## src/rtl/hop_pkg.sv

```systemverilog
`timescale 1ns/1ps
package hop_pkg;
  localparam int HOP_NSLOT = 4;
  localparam int HOP_NREG  = 32;
  localparam int HOP_DW    = 32;
  localparam int HOP_NFU   = 4;

  typedef enum logic [1:0] {
    SRC_NONE = 2'd0,
    SRC_KEEP = 2'd1,
    SRC_FWD  = 2'd2,
    SRC_RF   = 2'd3
  } hop_src_e;
endpackage

```

## src/rtl/hop_lsb.sv

```systemverilog
`timescale 1ns/1ps
// Isolates the lowest set bit of a request vector when enabled.
module hop_lsb #(
  parameter int W = 32
) (
  input  logic [W-1:0] req,
  input  logic         en,
  output logic [W-1:0] gnt
);
  assign gnt = en ? (req & (~req + W'(1))) : '0;
endmodule

```

## src/rtl/hop_fill.sv

```systemverilog
`timescale 1ns/1ps
// Refill chooser: pass one gives each free position its own operand's
// lowest outstanding register, pass two hands out the remainder in
// ascending order. Masks are chained so no register is picked twice.
module hop_fill #(
  parameter int NSLOT = 4,
  parameter int NREG  = 32
) (
  input  logic [NSLOT-1:0]      slot_free,
  input  logic [NSLOT*NREG-1:0] op_pend,
  input  logic [NREG-1:0]       avail,
  output logic [NSLOT*NREG-1:0] pick
);
  logic [NREG-1:0] m_own [NSLOT+1];
  logic [NREG-1:0] m_any [NSLOT+1];
  logic [NREG-1:0] g_own [NSLOT];
  logic [NREG-1:0] g_any [NSLOT];

  assign m_own[0] = avail;
  assign m_any[0] = m_own[NSLOT];

  for (genvar p = 0; p < NSLOT; p++) begin : g_pos
    hop_lsb #(.W(NREG)) u_own (
      .req (op_pend[p*NREG +: NREG] & m_own[p]),
      .en  (slot_free[p]),
      .gnt (g_own[p])
    );
    assign m_own[p+1] = m_own[p] & ~g_own[p];

    hop_lsb #(.W(NREG)) u_any (
      .req (m_any[p]),
      .en  (slot_free[p] && (g_own[p] == '0)),
      .gnt (g_any[p])
    );
    assign m_any[p+1] = m_any[p] & ~g_any[p];

    assign pick[p*NREG +: NREG] = g_own[p] | g_any[p];
  end
endmodule

```

## src/rtl/hop_match.sv

```systemverilog
`timescale 1ns/1ps
// Tag comparison: operand k of every unit watches broadcast bus k only.
module hop_match #(
  parameter int NSLOT = 4,
  parameter int NREG  = 32,
  parameter int NFU   = 4
) (
  input  logic                      run,
  input  logic [NSLOT-1:0]          bus_vld,
  input  logic [NSLOT*NREG-1:0]     bus_tag,
  input  logic [NFU*NSLOT*NREG-1:0] fu_req,
  output logic [NFU*NSLOT-1:0]      go_rd
);
  for (genvar f = 0; f < NFU; f++) begin : g_fu
    for (genvar k = 0; k < NSLOT; k++) begin : g_op
      localparam int I = f*NSLOT + k;
      assign go_rd[I] = run & bus_vld[k] &
                        (|(bus_tag[k*NREG +: NREG] & fu_req[I*NREG +: NREG]));
    end
  end
endmodule

```

## src/rtl/hopper_ring.sv

```systemverilog
`timescale 1ns/1ps
module hopper_ring import hop_pkg::*; #(
  parameter int NSLOT = HOP_NSLOT,
  parameter int NREG  = HOP_NREG,
  parameter int DW    = HOP_DW,
  parameter int NFU   = HOP_NFU
) (
  input  logic                      clk,
  input  logic                      rst,
  input  logic                      run,
  input  logic [NFU*NSLOT*NREG-1:0] fu_req,
  output logic [NSLOT*NREG-1:0]     rf_rsel,
  input  logic [NSLOT*DW-1:0]       rf_rdata,
  input  logic                      fwd_vld,
  input  logic [NREG-1:0]           fwd_tag,
  input  logic [DW-1:0]             fwd_data,
  output logic                      fwd_rdy,
  output logic [NSLOT-1:0]          bus_vld,
  output logic [NSLOT*NREG-1:0]     bus_tag,
  output logic [NSLOT*DW-1:0]       bus_data,
  output logic [NFU*NSLOT-1:0]      go_rd
);
  // Slot state, one register set per ring position
  logic            s_vld [NSLOT];
  logic [NREG-1:0] s_tag [NSLOT];
  logic [DW-1:0]   s_dat [NSLOT];

  logic [NSLOT*NREG-1:0] op_pend;
  logic [NREG-1:0]       pend;
  logic [NREG-1:0]       occ_or;
  logic [NSLOT-1:0]      kept;
  logic [NSLOT-1:0]      keep_new;
  logic [NSLOT-1:0]      slot_free;
  logic [NREG-1:0]       fwd_mask;
  logic [NREG-1:0]       avail;
  logic [NSLOT*NREG-1:0] pick;
  logic                  fwd_load;
  hop_src_e              src [NSLOT];

  // Outstanding registers per operand and overall
  always_comb begin
    op_pend = '0;
    pend    = '0;
    for (int k = 0; k < NSLOT; k++) begin
      for (int f = 0; f < NFU; f++) begin
        op_pend[k*NREG +: NREG] = op_pend[k*NREG +: NREG] |
                                  fu_req[(f*NSLOT+k)*NREG +: NREG];
      end
      pend = pend | op_pend[k*NREG +: NREG];
    end
  end

  // Registers already resident (empty slots carry a zero tag)
  always_comb begin
    occ_or = '0;
    for (int q = 0; q < NSLOT; q++) occ_or = occ_or | s_tag[q];
  end

  for (genvar q = 0; q < NSLOT; q++) begin : g_kept
    assign kept[q] = s_vld[q] & (|(s_tag[q] & pend));
  end

  for (genvar p = 0; p < NSLOT; p++) begin : g_keep
    localparam int Q = (p + NSLOT - 1) % NSLOT;
    assign keep_new[p] = kept[Q];
  end

  assign fwd_rdy  = run & ~keep_new[0];
  assign fwd_load = fwd_vld & fwd_rdy & (|(fwd_tag & pend & ~occ_or));
  assign fwd_mask = fwd_load ? fwd_tag : '0;
  assign avail    = pend & ~occ_or & ~fwd_mask;

  for (genvar p = 0; p < NSLOT; p++) begin : g_free
    if (p == 0) begin : g_head
      assign slot_free[p] = run & ~keep_new[p] & ~fwd_load;
    end else begin : g_body
      assign slot_free[p] = run & ~keep_new[p];
    end
  end

  hop_fill #(.NSLOT(NSLOT), .NREG(NREG)) u_fill (
    .slot_free (slot_free),
    .op_pend   (op_pend),
    .avail     (avail),
    .pick      (pick)
  );

  assign rf_rsel = pick;

  // Per-position next-state source and slot registers
  for (genvar p = 0; p < NSLOT; p++) begin : g_slot
    localparam int Q = (p + NSLOT - 1) % NSLOT;

    always_comb begin
      if (keep_new[p])                     src[p] = SRC_KEEP;
      else if ((p == 0) && fwd_load)       src[p] = SRC_FWD;
      else if (|pick[p*NREG +: NREG])      src[p] = SRC_RF;
      else                                 src[p] = SRC_NONE;
    end

    always_ff @(posedge clk) begin
      if (rst) begin
        s_vld[p] <= 1'b0;
        s_tag[p] <= '0;
        s_dat[p] <= '0;
      end else if (run) begin
        case (src[p])
          SRC_KEEP: begin
            s_vld[p] <= 1'b1;
            s_tag[p] <= s_tag[Q];
            s_dat[p] <= s_dat[Q];
          end
          SRC_FWD: begin
            s_vld[p] <= 1'b1;
            s_tag[p] <= fwd_tag;
            s_dat[p] <= fwd_data;
          end
          SRC_RF: begin
            s_vld[p] <= 1'b1;
            s_tag[p] <= pick[p*NREG +: NREG];
            s_dat[p] <= rf_rdata[p*DW +: DW];
          end
          default: begin
            s_vld[p] <= 1'b0;
            s_tag[p] <= '0;
            s_dat[p] <= '0;
          end
        endcase
      end
    end

    assign bus_vld[p]              = s_vld[p];
    assign bus_tag[p*NREG +: NREG] = s_tag[p];
    assign bus_data[p*DW +: DW]    = s_dat[p];
  end

  hop_match #(.NSLOT(NSLOT), .NREG(NREG), .NFU(NFU)) u_match (
    .run     (run),
    .bus_vld (bus_vld),
    .bus_tag (bus_tag),
    .fu_req  (fu_req),
    .go_rd   (go_rd)
  );
endmodule

```

## config.mk

```make
export PLATFORM = sky130hd
export DESIGN_NAME = hopper_ring
export DESIGN_NICKNAME = d
export VERILOG_FILES = /design/src/rtl/hop_pkg.sv /design/src/rtl/hop_lsb.sv /design/src/rtl/hop_fill.sv /design/src/rtl/hop_match.sv /design/src/rtl/hopper_ring.sv
export SDC_FILE = /design/constraint.sdc
export NUM_CORES = 1
export LEC_CHECK = 0
export ABC_AREA = 1
export BUFFER_PORTS_ARGS = -buffer_cell sky130_fd_sc_hd__buf_2
export CAP_MARGIN = 10
export CORE_AREA = 2 2 433 435
export DETAILED_ROUTE_END_ITERATION = 12
export DIE_AREA = 0 0 435 437
export GPL_TIMING_DRIVEN = 0
export PLACE_DENSITY = 0.35
export SYNTH_ARGS = -nofsm -noshare
export SYNTH_HDL_FRONTEND = slang
export SYNTH_SLANG_ARGS = --single-unit
```

## constraint.sdc

```tcl
create_clock -name clk -period 12.4 [get_ports clk]
set_clock_uncertainty 0.15 [all_clocks]
set_input_delay 2.48 -clock clk [delete_from_list [all_inputs] [get_ports clk]]
set_output_delay 2.48 -clock clk [all_outputs]
set_load 0.02 [all_outputs]
```

# After elaboration in Yosys (flattened, before gate mapping)
# Memory sizes are Yosys's and may differ from the RTL's.
# Index checks and enable logic that the tools add are counted.
# op_classes
addsub,8
multipliers,0
n_div,0
order_cmp,0
n_eq_ne,12
shift,0
n_mux,132
bitwise_logic,166
reduce_logical,37
# ops
operator,n
32-bit bitwise AND,43
32-bit 2-to-1 mux,41
32-bit OR reduction,25
32-bit bitwise OR,22
32-bit inverter,17
32-bit by 1-bit adder with 32-bit output (second input constant),8
32-bit logical NOT,4
1-bit 2-to-1 mux,82
1-bit bitwise OR,48
1-bit bitwise AND,31
2-bit 2-to-1 mux,9
2-bit equality test (second input constant),8
3-bit OR reduction,4
2-bit by 1-bit equality test with 1-bit output (second input constant),4
1-bit inverter,5
1-bit logical AND,4
# totals
reg_bits,0
latch_bits,0
mem_bits_rw,260
romBits,0
inputBits,708
mem_count,3
# memory_table
name,depth,width,rd,rd_clocked_by_memory_dff,wr,line,source
s_dat,4,32,4,0,4,hopper_ring.sv:26,logic [DW-1:0] s_dat [NSLOT];
s_tag,4,32,4,0,4,hopper_ring.sv:25,logic [NREG-1:0] s_tag [NSLOT];
s_vld,4,1,4,0,4,hopper_ring.sv:24,logic s_vld [NSLOT];

# Logic depth before layout (Yosys ltp)
# Gate-level depths: netlist (run 1).
# logic_depth
word_depth,79
mapped_depth,62
mapped_depth_nobuf,60

# Modules after synthesis
# From an unflattened synthesis (run 1), not the netlist that was laid out.
# unflattened
hier_cells,5653
area_unflattened_um2,30673.2
# modules_own_cells
mod,n_inst,cells_each,area_per_inst_um2
hopper_ring,1,2397,17007.6
hop_lsb,8,163,704.4
hop_fill,1,940,4211.5
hop_match,1,1012,3818.7

# Least setup slack after synthesis (run 1)
# Ideal clock, no wire load.
# synth_path
path_kind,in2out
start,in fu_req[160]
end,out rf_rsel[121]
t_arrival_ps,7732
t_required_ps,9770
path_slack_ps,2038
cell_stages,47
n_path_buf,0
path_cell_list,nor2_1 > nand3_2 > nor2_1 > nand2_1 > nand2_1 > nand2_1 > nor2_1 > nand2_1 > nor2_2 > nand2_2 > a21oi_4 > nand3_1 > nand3_2 > nand2_2 > nor2_4 > nand2_2 > nand3_1 > nand2_1 > (+11 left out) > nand2_1 > nand3_1 > nand2_2 > nor2_4 > nand3_1 > nand2_1 > nand2_1 > inv_2 > nand3_2 > nand2_1 > nand2_1 > nor2_2 > nand2_1 > nand2_1 > nand2_1 > nor2_2 > nand3_1 > o21ai_1
# synth_between
elab_chain_len,67
# synth_rtl
element,line,source
start: declaration,hopper_ring.sv:11,"input logic [NFU*NSLOT*NREG-1:0] fu_req,"
32-bit bitwise OR (*) (3 in a row),hopper_ring.sv:46,op_pend[k*NREG +: NREG] = op_pend[k*NREG +: NREG] |
32-bit bitwise OR (*) (3 in a row),hopper_ring.sv:49,pend = pend | op_pend[k*NREG +: NREG];
32-bit bitwise AND (*),hopper_ring.sv:60,assign kept[q] = s_vld[q] & (|(s_tag[q] & pend));
32-bit OR reduction (*),hopper_ring.sv:60,
1-bit bitwise AND (*),hopper_ring.sv:60,
1-bit inverter (*),hopper_ring.sv:68,assign fwd_rdy = run & ~keep_new[0];
1-bit bitwise AND (*),hopper_ring.sv:68,
named net fwd_rdy,hopper_ring.sv:17,"output logic fwd_rdy,"
(+48 left out),-,
32-bit 2-to-1 mux,hop_lsb.sv:10,assign gnt = en ? (req & (~req + W'(1))) : '0;
32-bit inverter,hop_fill.sv:35,assign m_any[p+1] = m_any[p] & ~g_any[p];
32-bit bitwise AND,hop_fill.sv:35,
32-bit inverter,hop_lsb.sv:10,
32-bit by 1-bit adder with 32-bit output,hop_lsb.sv:10,
32-bit bitwise AND,hop_lsb.sv:10,
32-bit 2-to-1 mux,hop_lsb.sv:10,
32-bit bitwise OR (*),hop_fill.sv:37,assign pick[p*NREG +: NREG] = g_own[p] | g_any[p];
end: declaration,hopper_ring.sv:12,"output logic [NSLOT*NREG-1:0] rf_rsel,"
# The timed path passes the listed nets; every way through them passes the cells marked *.

# Worst setup path in the final report (run 1)
# layout_path
start,in fu_req[242]
end,out rf_rsel[123]
# layout_between
elab_chain_len,65
# layout_rtl
element,line,source
32-bit bitwise OR (*) (3 in a row),hopper_ring.sv:46,
32-bit bitwise OR,hopper_ring.sv:49,
32-bit bitwise AND,hopper_ring.sv:60,
32-bit OR reduction,hopper_ring.sv:60,
1-bit bitwise AND,hopper_ring.sv:60,
1-bit inverter,"hopper_ring.sv:68, hopper_ring.sv:75",
1-bit bitwise AND,"hopper_ring.sv:68, hopper_ring.sv:75",
1-bit bitwise AND (2 in a row),hopper_ring.sv:69,assign fwd_load = fwd_vld & fwd_rdy & (|(fwd_tag & pend & ~occ_or));
(+46 left out),-,
32-bit 2-to-1 mux,hop_lsb.sv:10,
32-bit inverter,hop_fill.sv:35,
32-bit bitwise AND,hop_fill.sv:35,
32-bit inverter,hop_lsb.sv:10,
32-bit by 1-bit adder with 32-bit output,hop_lsb.sv:10,
32-bit bitwise AND,hop_lsb.sv:10,
32-bit 2-to-1 mux,hop_lsb.sv:10,
32-bit bitwise OR (*),hop_fill.sv:37,
# Every way passes the cells marked *; elsewhere a longest branch is shown, timed or not.

==> flow_summary_export.csv, run 1 <==
group,metric,value,unit
critical_path,crit_required,9.77,ns
logic_synthesis,yosys.area.top_type,"edfxtp_1",
global_routing,grt_util_met3,5.49,%
logic_synthesis,synth_top_area_share,27.3,%
floorplanning,core-area,0.185,mm2
timing,max_freq,79.6,MHz
critical_path,crit_type,"input port to output port",
global_routing,grt_pass1_wl,387000,um
clock_tree,cts_buffers,42,
critical_path,critPathMostFrequentCell,"nor2_4",
drt,wl_per_cell,35.5,um
finish,num-nets-final,6729,
critical_path,reg2reg_depth,40,
clock_tree,cts_sinks,260,
critical_path,endpoint,"rf_rsel[123]",
logic_synthesis,ys_seq_area_share,27.3,%
drt,antenna_left,0,
critical_path,cpPeakStageDelay,0.43,ns
power,ir_drop,92.1,uV
timing,period_minus_slack,12.56,ns
logic_synthesis,synth_edf_count,260,
placed_design,dp.cells,8239,
logic_synthesis,dominantRegCellSynth,"edfxtp_1",
drt,vias,41800,
finish,instances_no_fill,8559,
job,max_cap_viol_count,0,
logic_synthesis,ys_async_sr_fraction,0,%
global_routing,met2_usage,51.1,%
critical_path,crit_start,"fu_req[242]",
placed_design,finalWeightedCongestion,1.04,
logic_synthesis,syn_area,0.0286,mm2
floorplanning,rows,158,
floorplanning,initial_core_util,15.5,%
critical_path,cp_top_family,"simple AND/OR/NAND/NOR gates",
power,p_per_area,108,mW/mm2
timing,fin_crit_sh,101,%
status,status,"complete, but fails checks",
clock_tree,insertion_delay,0.67,ns
timing,tightest_slew,1.39,ns
clock_tree,clockBufferDepth,3,
finish,areaGrowthSynthToFinish,58.0,%
clock_tree,ctsHtreeMaxLevel,2,
timing,final_max_slew_viol_count,0,
timing,hold_slack,0.392,ns
critical_path,r2r_end,"s_tag[0][23]",
drt,routed_via_density,4.88,
logic_synthesis,synth_nets,5329,
timing,hold_viol_final,0,
critical_path,r2r_start,"s_tag[2][31]",
timing,setup_violations,9,
placed_design,hpwl,261000,um
clock_tree,cts-root-buf,"clkbuf_16",
floorplanning,ios,1113,
finish,drive_gt1_share,40.7,%
clock_tree,cts_tree,"built",
timing,rsz0062_at_grt,"true",
critical_path,cp_max_fo,10,
logic_synthesis,yosys-top-cells-area,"edfxtp_1 (27%), nand2_1 (18%), nor2_1 (9.9%)",
logic_synthesis,yosys.cell_types.count,61,
global_routing,busiest_layer,"met2",
logic_synthesis,yosysWarnings,0,
global_routing,grt_max_degree,61,
global_routing,grt_usage,30.4,%
hold_path,hp-class,"flip-flop to flip-flop",
timing,setup_ws,-0.162,ns
global_routing,grt_use_met1,34.8,%
floorplanning,die_h,437,um
global_routing,grt-ovfl-total,0,
critical_path,slowest_stage,"a21oi_2",
drt,dr.pass1.iters,7,
timing,relSlewSlack,6.36,%
critical_path,end_kind,"output port",
hold_path,min_path_cells,2,
critical_path,crit_buf_inv,11,
drt,wl,304000,um
power,leakage,22.1,nW
logic_synthesis,synthCells,4621,
critical_path,crit_arrival,9.93,ns
finish,fill_cells,21400,
critical_path,rrSetupSlack,1.26,ns
floorplanning,die_w,435,um
global_routing,grt_pass1_vias,40600,
status,violations,"negative setup slack",
global_routing,antenna_found_initial,62,
placed_design,dp_slack,-2.83,ns
drt,drc_errors,0,
drt,detail_route.iter0.violations,3717,
logic_synthesis,syn_avg_cell_area,6.20,um2
clock_tree,path_clk_slew,0.06,ns
logic_synthesis,synth-seq-cells,260,
placed_design,io_buffers,1110,
critical_path,critPathLaunchType,"input port",
floorplanning,die_area,0.190,mm2
critical_path,cp.depth,51,
-- flip-flops by register name (all words and copies together) (netlist names) --
register and flops:
s_dat 128, s_vld 4, s_tag 128
-- cell usage in the layout (no fill, tap or decap), types with 11 or more instances in the layout --
cell       count
inv_1        512
buf_12        24
nand3_4       88
o22ai_1       45
a21oi_1      104
nand2_4       74
buf_6         37
edfxtp_1     260
a221oi_1      82
a21oi_2       22
nor3b_1       12
buf_2       1103
clkinv_1      20
nand4_1       96
a32oi_1       32
nand3_1      336
clkbuf_1      63
nand3_2      124
a21oi_4       13
a22oi_1       54
nor2_1       565
clkbuf_16     44
nand2_1     1080
inv_2         93
nor3_1        47
nor4_1        16
a22o_1        85
nand2_2      265
nand3b_1      11
nor2_2       114
diode_2       30
o21ai_0       89
nor2_4       146
buf_4        211
-- worst min path at each step --
stage,start,endpoint,slack [ns]
finish,s_dat[0][2],s_dat[1][2],0.39
global route,s_dat[0][2],s_dat[1][2],0.41
CTS,s_dat[0][2],s_dat[1][2],0.39
detailed placement,s_dat[0][22],s_dat[1][22],0.38
global placement,s_dat[0][19],s_dat[1][19],0.37
floorplan,s_dat[0][0],s_dat[1][0],0.51
-- report_power, final --
group / switching [W] / total (W) / internal (W)
combinational: 0.00160 / 0.00228 / 0.000683
sequential: 0.000234 / 0.00131 / 0.00107
clock: 0.000539 / 0.00128 / 0.000738
total: 0.00237 / 0.00486 / 0.00250
-- area by class of cell --
cell class                      count  area (um2)  area share, %
Tap cell                         2480        3100           6.86
Sequential cell                   260        7810           17.3
Clock inverter                     20         264          0.584
Clock buffer                       52        1110           2.45
Timing Repair Buffer             1356        7950           17.6
Antenna cell                       30        75.1          0.166
Buffer                            109         744           1.65
Multi-Input combinational cell   3633       21800           48.3
Inverter                          619        2330           5.15
-- cells by family (layout without fill, tap and decap cells) --
logic type / count (synthesis) / in the layout / synth area share (%)
simple gates: 3004 / 3004 / 46.6
buf+inv: 728 / 2156 / 10.6
flops: 260 / 260 / 27.3
compound gates: 629 / 629 / 15.5
other cells: 0 / 30 / 0
-- tightest hold or removal path: stages, from the launching register on --
cell and delay [ns]:
edfxtp_1 0.34, a32oi_1 0.05, inv_1 0.05
-- what timing repair did --
action	CTS	global route
cloned	0	1
gates resized for setup	614	411
buffers inserted	104	114
pin swaps	100	160
hold buffers	0	0
setup endpoints to repair	306	55
-- per-stage QoR --
stage | util [%] | cell area (um2) | total power (W) | setup TNS (ns)
after detailed placement | 20.5 | 37800 | 0.00328 | -433.05
final | 24.4 | 45200 | 0.00486 | -0.743
after floorplan | - | 28600 | 0.00220 | 0
after CTS | 23.0 | 42500 | 0.00472 | -0.0739
after global placement | 20.2 | 37300 | 0.00327 | -1545.55
after global routing | 24.4 | 45200 | 0.00503 | -3.11
-- synth_stat cells, types with 4 or more instances --
| master | count |
|---|---|
| o21bai_1 | 4 |
| or2_0 | 5 |
| a221oi_1 | 89 |
| nand2_1 | 1353 |
| a21oi_1 | 121 |
| inv_1 | 526 |
| a221o_1 | 5 |
| nor4_1 | 18 |
| a32oi_1 | 32 |
| a22o_1 | 85 |
| nor3b_1 | 13 |
| nor2_4 | 23 |
| nand2_4 | 9 |
| nor2_1 | 753 |
| nor3_2 | 4 |
| buf_8 | 8 |
| clkbuf_1 | 58 |
| buf_4 | 13 |
| buf_1 | 7 |
| buf_2 | 6 |
| a21oi_2 | 17 |
| a2111oi_0 | 11 |
| nor3_1 | 54 |
| a31oi_1 | 11 |
| edfxtp_1 | 260 |
| a22oi_1 | 54 |
| nand3_2 | 68 |
| nand3b_1 | 11 |
| nor2_2 | 49 |
| a41oi_1 | 10 |
| o22ai_1 | 45 |
| o221ai_1 | 8 |
| inv_2 | 80 |
| nand4_1 | 96 |
| o21ai_0 | 95 |
| nand2_2 | 60 |
| o31ai_1 | 9 |
| buf_6 | 11 |
| nand3_1 | 480 |
| o21ai_1 | 13 |
| clkinv_1 | 13 |
-- metal layers --
layer / vias to the layer above / part of all wire [%]
li1: 18400 / -
met1: 20700 / 38
met2: 2143 / 47
met3: 518 / 6.5
met4: 22 / 8.6
met5: - / 0.048
(Power assumes the default switching activity.)
==> run 2, diff against run 1 <==
clock period = 12 ns   (was 12.4 ns; I/O delays follow)
==> run 2 against run 1 <==
  * The run still ends with negative setup slack left
  * Combinational power rose by 7%
  * Sequential share of layout area shrank 0.62 points
  * Design area up 3.7%
  * Global-route usage about the same
  * Total power grew 5.2%
  * Clock power is 3% higher
==> flow_summary_export.csv, run 2 (synthesized netlist as in run 1, its figures left out) <==
group,metric,value,unit
status,status,"complete, but fails checks",
status,violations,"negative setup slack",
finish,largestRegisters,"s_dat (128), s_tag (128), s_vld (4)",
critical_path,cp_max_fo,5,
global_routing,grt_max_degree,61,
job,max_cap_viol_count,0,
drt,drc_errors,0,
global_routing,grt-ovfl-total,0,
finish,fin_util,25.4,%
critical_path,crit_type,"input port to output port",
drt,wl,305000,um
drt,routed_via_density,4.89,
drt,dr.pass1.iters,5,
finish,drive_gt1_share,44.3,%
floorplanning,ios,1113,
critical_path,critPathLaunchType,"input port",
drt,antenna_left,0,
clock_tree,clockBufferDepth,3,
global_routing,antenna_found_initial,62,
timing,rsz0062_at_grt,"true",
critical_path,end_kind,"output port",
finish,fill_cells,21300,
global_routing,grt_usage,30.4,%
floorplanning,die_h,437,um
clock_tree,cts_sinks,260,
clock_tree,cts-root-buf,"clkbuf_16",
timing,relSlewSlack,10.7,%
power,leakage,22.8,nW
global_routing,grt_pass1_wl,388000,um
timing,period_minus_slack,12.11,ns
clock_tree,insertion_delay,0.67,ns
floorplanning,core-area,0.185,mm2
drt,wl_per_cell,35.3,um
critical_path,slowest_stage,"nor2_4",
timing,max_freq,82.6,MHz
timing,setup_violations,7,
finish,final_common_cell,"buf_2",
power,ir_drop,95.1,uV
drt,detail_route.iter0.violations,3696,
finish,layout_common_cells,"buf_2 (1094), nand2_1 (1016), inv_1 (504), nor2_1 (495), nand3_1 (315)",
clock_tree,cts_buffers,42,
timing,setup_ws,-0.112,ns
finish,areaGrowthSynthToFinish,63.9,%
placed_design,io_buffers,1110,
hold_path,hp-class,"flip-flop to flip-flop",
power,finalPower,0.00512,W
critical_path,cpPeakStageDelay,0.31,ns
clock_tree,cts_tree,"built",
drt,vias,42300,
floorplanning,initial_core_util,15.5,%
placed_design,finalWeightedCongestion,1.04,
clock_tree,ctsHoldBuffers,0,
critical_path,crit_required,9.45,ns
placed_design,hpwl,261000,um
floorplanning,die_w,435,um
timing,fin_crit_sh,101,%
timing,final_max_slew_viol_count,0,
floorplanning,rows,158,
clock_tree,ctsHtreeMaxLevel,2,
critical_path,crit_arrival,9.56,ns
finish,num-nets-final,6807,
critical_path,crit_buf_inv,10,
timing,hold_viol_final,0,
critical_path,critPathMostFrequentCell,"nand2_1",
timing,fin_setup_tns,-0.418,ns
global_routing,grt_pass1_vias,40800,
clock_tree,path_clk_slew,0.06,ns
floorplanning,die_area,0.190,mm2
critical_path,cp_top_family,"simple AND/OR/NAND/NOR gates",
power,p_per_area,109,mW/mm2
timing,tightest_slew,1.33,ns
run 2: cell types whose count changed in the layout (fill, tap and decap cells not counted), moves of 21 or more:
cell / delta
buf_4: +77
nand2_1: -64
nand2_2: +21
nand2_4: +42
nand3_1: -21
nand3_4: +26
nor2_1: -70
nor2_2: +46
nor2_4: +24
run 2: metal layers:
| metal | track usage (%) | share of wire, % |
|---|---|---|
| met5 | 0 | 0.050 |
| met1 | 34.7 | 38 |
| met2 | 51.3 | 47 |
| met4 | 21.5 | 8.9 |
| met3 | 5.61 | 6.9 |
run 2: path summary, 6_finish.rpt:
kind	start	endpoint	slack (ns)	depth (start not counted)
worst max register to register	s_tag[2][31]	s_tag[0][23]	0.75	40
worst min register to register	s_dat[0][2]	s_dat[1][2]	0.39	2
worst min-delay path	s_dat[0][2]	s_dat[1][2]	0.39	2
worst max-delay path	fu_req[248]	rf_rsel[123]	-0.11	56
run 2: report_power, final:
group	internal (W)	total, W	switching (W)
sequential	0.00111	0.00135	0.000242
combinational	0.000743	0.00244	0.00170
clock	0.000763	0.00132	0.000560
run 2: cell type report:
| type | instances | area, um2 | area share (%) |
|---|---|---|---|
| clock buffer | 52 | 1110 | 2.37 |
| antenna | 33 | 82.6 | 0.176 |
| sequential | 260 | 7810 | 16.6 |
| multi-input combinational | 3633 | 22900 | 48.8 |
| inverter | 619 | 2340 | 4.98 |
| tap | 2480 | 3100 | 6.61 |
| timing repair buffer | 1435 | 8590 | 18.3 |
| buffer | 108 | 739 | 1.58 |
| clock inverter | 20 | 264 | 0.563 |
run 2: what timing repair did:
item / CTS / global route
resized for setup: 687 / 637
pin swaps: 147 / 263
endpoints found under the setup margin: 317 / 93
gates cloned: 0 / 1
setup buffers: 127 / 170
run 2: tightest hold or removal path: stages, from the launching register on:
cell      delay [ns]
edfxtp_1        0.34
a32oi_1         0.05
inv_1           0.05
run 2: through the flow:
stage	hold WS [ns]	instance area, um2	cells	worst slack (ns)
floorplan	0.511	28600	4621	1.80
global placement	0.373	37300	8211	-4.42
detailed placement	0.376	37800	8239	-3.07
CTS	0.393	42900	8438	-0.185
global route	0.414	46900	8626	-0.300
finish	0.394	46900	8640	-0.112
